$ cat src/rtl/osc_pkg.sv
package osc_pkg;
  typedef struct packed {
    logic clr;   // hold every stage and the ring register cleared
    logic load;  // capture new settings; a period starts at this edge
  } oscStrobe_t;
endpackage

$ cat src/rtl/osc_hold_stage.sv
module osc_hold_stage #(
  parameter int W = 4
) (
  input  logic         clk,
  input  logic         rst_n,
  input  logic         clr,
  input  logic [W-1:0] dly,
  input  logic         sigIn,
  output logic         sigOut
);
  logic [W-1:0] remain;

  always_ff @(posedge clk) begin
    if (!rst_n || clr)        remain <= '0;
    else if (sigIn)           remain <= dly;
    else if (remain != '0)    remain <= remain - W'(1);
  end

  assign sigOut = sigIn | (remain != '0);
endmodule

$ cat src/rtl/osc_delay_stage.sv
module osc_delay_stage #(
  parameter int W = 4
) (
  input  logic         clk,
  input  logic         rst_n,
  input  logic         clr,
  input  logic [W-1:0] dly,
  input  logic         sigIn,
  output logic         sigOut
);
  logic [W-1:0] heldFor;

  always_ff @(posedge clk) begin
    if (!rst_n || clr || !sigIn) heldFor <= '0;
    else if (heldFor < dly)      heldFor <= heldFor + W'(1);
  end

  assign sigOut = sigIn & (heldFor >= dly);
endmodule

$ cat src/rtl/osc_control.sv
module osc_control
  import osc_pkg::*;
(
  input  logic       en,
  input  logic       ringQ,
  input  logic       lastOut,
  output oscStrobe_t stb
);
  always_comb begin
    stb.clr  = !en;
    // ring register about to rise: both ends of the loop are low
    stb.load = en && !ringQ && !lastOut;
  end
endmodule

$ cat src/rtl/osc_datapath.sv
module osc_datapath
  import osc_pkg::*;
#(
  parameter int W     = 4,
  parameter int ORDER = 0
) (
  input  logic         clk,
  input  logic         rst_n,
  input  oscStrobe_t   stb,
  input  logic [W-1:0] highTicks,
  input  logic [W-1:0] lowTicks,
  output logic         ringQ,
  output logic         lastOut,
  output logic         tapOut,
  output logic         clkMain,
  output logic         clkInv
);
  logic [W-1:0] holdAct, delayAct;
  logic         firstOut, secondOut;

  // the ring register adds one tick per half cycle, so stages run one short;
  // a zero setting clamps to one
  always_ff @(posedge clk) begin
    if (!rst_n) begin
      holdAct  <= '0;
      delayAct <= '0;
    end else if (stb.load) begin
      holdAct  <= (highTicks == '0) ? '0 : highTicks - W'(1);
      delayAct <= (lowTicks  == '0) ? '0 : lowTicks  - W'(1);
    end
  end

  always_ff @(posedge clk) begin
    if (!rst_n || stb.clr) ringQ <= 1'b0;
    else                   ringQ <= ~lastOut;
  end

  generate
    if (ORDER == 0) begin : g_holdFirst
      osc_hold_stage  #(.W(W)) u_first  (.clk(clk), .rst_n(rst_n), .clr(stb.clr),
                                         .dly(holdAct), .sigIn(ringQ), .sigOut(firstOut));
      osc_delay_stage #(.W(W)) u_second (.clk(clk), .rst_n(rst_n), .clr(stb.clr),
                                         .dly(delayAct), .sigIn(firstOut), .sigOut(secondOut));
    end else begin : g_delayFirst
      osc_delay_stage #(.W(W)) u_first  (.clk(clk), .rst_n(rst_n), .clr(stb.clr),
                                         .dly(delayAct), .sigIn(ringQ), .sigOut(firstOut));
      osc_hold_stage  #(.W(W)) u_second (.clk(clk), .rst_n(rst_n), .clr(stb.clr),
                                         .dly(holdAct), .sigIn(firstOut), .sigOut(secondOut));
    end
  endgenerate

  assign tapOut  = firstOut;
  assign lastOut = secondOut;
  assign clkMain = secondOut;
  assign clkInv  = ~secondOut;
endmodule

$ cat src/rtl/duty_osc.sv
module duty_osc
  import osc_pkg::*;
#(
  parameter int W     = 4,
  parameter int ORDER = 0
) (
  input  logic         clk,
  input  logic         rst_n,
  input  logic         en,
  input  logic [W-1:0] highTicks,
  input  logic [W-1:0] lowTicks,
  output logic         clkMain,
  output logic         clkInv,
  output logic         tapOut
);
  oscStrobe_t stb;
  logic       ringQ, lastOut;

  osc_control u_ctrl (.en(en), .ringQ(ringQ), .lastOut(lastOut), .stb(stb));

  osc_datapath #(.W(W), .ORDER(ORDER)) u_dp (
    .clk(clk), .rst_n(rst_n), .stb(stb),
    .highTicks(highTicks), .lowTicks(lowTicks),
    .ringQ(ringQ), .lastOut(lastOut),
    .tapOut(tapOut), .clkMain(clkMain), .clkInv(clkInv)
  );
endmodule

$ cat config.mk
export PLATFORM = sky130hd
export DESIGN_NAME = duty_osc
export DESIGN_NICKNAME = d
export VERILOG_FILES = /design/src/rtl/osc_pkg.sv /design/src/rtl/osc_hold_stage.sv /design/src/rtl/osc_delay_stage.sv /design/src/rtl/osc_control.sv /design/src/rtl/osc_datapath.sv /design/src/rtl/duty_osc.sv
export SDC_FILE = /design/constraint.sdc
export NUM_CORES = 1
export LEC_CHECK = 0
export BUFFER_PORTS_ARGS = -buffer_cell sky130_fd_sc_hd__buf_4
export CAP_MARGIN = 10
export CORE_UTILIZATION = 50
export DETAILED_ROUTE_END_ITERATION = 12
export GPL_ROUTABILITY_DRIVEN = 0
export PLACE_DENSITY = 0.73
export SYNTH_ARGS = -nofsm -noshare
export SYNTH_HDL_FRONTEND = slang
export SYNTH_HIERARCHICAL = 1
export SYNTH_SLANG_ARGS = --single-unit
$ cat constraint.sdc
create_clock -name clk -period 2.9 [get_ports clk]
set_clock_uncertainty 0.15 [all_clocks]
set_input_delay 0.145 -clock clk [delete_from_list [all_inputs] [get_ports clk]]
set_output_delay 0.145 -clock clk [all_outputs]
set_load 0.1 [all_outputs]
==> results.toml <==
[die]
core_mm2 = 0.00180
start_util_pct = 56.2
io_pins = 14
dieArea_mm2 = 0.00221
die_h_um = 47.0
row_count = 15
die_x_um = 47.0

[cts]
cts_buffers = 3
clkLatencyLatePin_ns = 0.29
cts_tree = "yes"
cts_buffer_depth = 2
clk_pin_slew_ns = 0.10
post_cts_buffers = 0
numClockSinks = 17
root_buffer = "clkbuf_4"
h-tree-depth = 1

[worst_setup_path]
critPathTopFamily = "compound AO/OA/AOI/OAI gates"
r2r-end = "u_dp/delayAct[0]$_SDFFE_PN0P_"
crit_fanout = 16
cp_slowest_cell = "o211ai_1"
endpoint_kind = "register"
worst-path-stages = 9
r2r_start = "u_dp/delayAct[1]$_SDFFE_PN0P_"
path_buf_inv = 2
cp_slowest_stage_delay_ns = 0.39
crit_chain = "inv_1 > ha_1 > nor2b_1 > o211ai_1 > a31oi_4 > nor3b_2 > buf_4 > and2b_1 > o21a_1"
reg2reg_slack_ns = 0.45
r2r_cells = 9
required_ns = 2.94
crit_type = "register to register"
arrival_ns = 2.50
crit_end = "u_dp/delayAct[0]$_SDFFE_PN0P_"
cp-start-kind = "register"
timing.critical_path.from = "u_dp/delayAct[1]$_SDFFE_PN0P_"

[global_routing]
grt_max_degree = 17
antenna_found_initial = 0
grt_pass1_vias = 781
grt_pass1_wl_um = 3240
grt_overflow_total = 0
grt_use_total_pct = 21.8

[detailed_routing]
vias_per_cell = 5.47
wl_per_cell_um = 12.1
drt_wl_total_um = 1950
ant_nets = 0
via_count = 881
drt_iter0_drc = 17
first_pass_iters = 4
drc_errors = 0

[sta]
grt_setup_unrepaired = "no"
hold_viol_final = 0
slew_viol_final = 0
fin_crit_sh_pct = 84.6
fin_setup_tns_ns = 0
fin_crit_ns = 2.45
finalSetupViolCount = 0
worstMarginPinSlew_ns = 0.461
max_freq_mhz = 408
maxSlewHeadroom_pct = 69.1

[synth]
yosys_register_bits = 17
syn-cell-area_mm2 = 0.00101
ys_types = 40
synth.avg_cell_area_um2 = 8.96
ys_warn_count = 6
ys_seq_area_share_pct = 33.6
syn_nets = 131
postSynthCellCount = 113

[place]
hpwl_um = 1380
portBuffers = 13

[flow_run]
max-cap-violations = 0

[final_layout]
fillers = 156
drive_above_1_share_pct = 19.1
regArea_um2 = 340
area_growth_pct = 23.4
nets = 155
final_cell_mix = "dfxtp_1 (17), buf_4 (14), dlygate4sd3_1 (9), inv_1 (9), ha_1 (7)"
layout_commonest_cell = "dfxtp_1"
finish.utilization_pct = 69.3
num_antenna_cells = 0
multi_input_area_um2 = 614

[run_status]
outcome = "complete, no violations"

[min_path]
hold_class = "input pin to register"
-- area by class of cell --
class	instances	share of cell area [%]
tap	25	2.51
timing repair buffer	23	15.6
clock buffer	4	2.10
sequential	17	27.3
inverter	10	3.31
multi-input combinational	82	49.2
-- registers in the layout (all words and copies together), names as in the netlist --
signal                             cells
u_dp/holdAct                           4
u_dp/ringQ                             1
u_dp/g_holdFirst.u_first/remain        4
u_dp/delayAct                          4
u_dp/g_holdFirst.u_second/heldFor      4
-- worst min path at each step --
stage	from	to	slack, ns	depth (start not counted)
2_1_floorplan	rst_n	u_dp/delayAct[0]$_SDFFE_PN0P_	0.11	1
3_3_place_gp	en	u_dp/ringQ$_SDFF_PP0_	0.28	3
3_5_place_dp	en	u_dp/ringQ$_SDFF_PP0_	0.28	3
4_1_cts	lowTicks[2]	u_dp/delayAct[2]$_SDFFE_PN0P_	0.003	4
5_1_grt	lowTicks[2]	u_dp/delayAct[2]$_SDFFE_PN0P_	0.02	4
6_report	highTicks[0]	u_dp/holdAct[1]$_SDFFE_PN0P_	0.02	4
-- worst reg2reg max path, stage by stage (launching register included) --
cell and delay, ns:
dfxtp_1 0.34, inv_1 0.05, ha_1 0.29, nor2b_1 0.15, o211ai_1 0.39, a31oi_4 0.21
nor3b_2 0.22, buf_4 0.21, and2b_1 0.19, o21a_1 0.16
-- cells by family after synthesis --
| group | count (synthesis) | share of synthesized area (%) |
|---|---|---|
| AO/OA/AOI/OAI | 35 | 24.1 |
| XOR/XNOR | 2 | 1.73 |
| adder cells (fa/ha/maj) | 7 | 8.65 |
| buffers and inverters | 14 | 7.17 |
| flip-flops | 17 | 33.6 |
| AND/OR/NAND/NOR | 38 | 24.7 |
-- per-layer routing --
layer | track usage (%) | share of wire (%) | vias to the layer above
met5 | 0 | 0 | -
met3 | 5.00 | 3.5 | 7
met4 | 15.4 | 3.5 | 0
li1 | - | - | 458
met1 | 26.1 | 48 | 389
met2 | 34.2 | 45 | 27
-- cells in the mapped netlist --
| master | count | area, um^2 |
|---|---|---|
| ha_1 | 7 | 87.6 |
| a21o_1 | 1 | 7.51 |
| nor3_2 | 2 | 20.0 |
| xnor2_1 | 1 | 8.76 |
| or2b_1 | 1 | 7.51 |
| or4b_1 | 1 | 10.0 |
| buf_6 | 2 | 22.5 |
| inv_1 | 10 | 37.5 |
| o21ba_1 | 1 | 10.0 |
| a21oi_4 | 1 | 16.3 |
| buf_4 | 1 | 7.51 |
| dfxtp_1 | 17 | 340 |
| buf_2 | 1 | 5.00 |
| o211ai_2 | 1 | 12.5 |
| nand2_1 | 6 | 22.5 |
| and2b_1 | 2 | 15.0 |
| nand3_1 | 3 | 15.0 |
| nor2b_1 | 2 | 12.5 |
| o2111a_1 | 1 | 11.3 |
| o211a_1 | 2 | 20.0 |
| o21ai_0 | 6 | 30.0 |
| nor3b_2 | 2 | 25.0 |
| or3_1 | 1 | 6.26 |
| a21oi_1 | 3 | 15.0 |
| nor3_1 | 2 | 10.0 |
| nand4b_1 | 1 | 8.76 |
| and3_2 | 1 | 7.51 |
| nand3b_1 | 3 | 22.5 |
| a21boi_1 | 2 | 15.0 |
| o21ai_1 | 6 | 30.0 |
| o211ai_1 | 2 | 15.0 |
| o311ai_1 | 1 | 8.76 |
| nor2_1 | 3 | 11.3 |
| nand2b_1 | 2 | 12.5 |
| and4_1 | 1 | 8.76 |
| nand4_1 | 2 | 12.5 |
| nor3b_1 | 3 | 22.5 |
| xor2_1 | 1 | 8.76 |
| o21a_1 | 2 | 15.0 |
| a31oi_1 | 6 | 37.5 |
-- per-stage QoR --
step / worst slack, ns / hold WS, ns / cell area, um^2 / cells
after floorplan: 0.0404 / 0.112 / 1030 / 113
after global placement: 0.534 / 0.282 / 1130 / 148
after detailed placement: 0.460 / 0.284 / 1130 / 148
after CTS: 0.447 / 0.00251 / 1250 / 161
after global routing: 0.311 / 0.0235 / 1250 / 161
final: 0.447 / 0.0229 / 1250 / 161
-- what timing repair did --
item / CTS / global route
resized for setup: 0 / 0
hold endpoints to repair: 9 / 0
hold buffers: 9 / 0
Power is left out: the tool's default activity adds up to more than one toggle a clock period on the data nets, which glitch-free logic cannot reach.
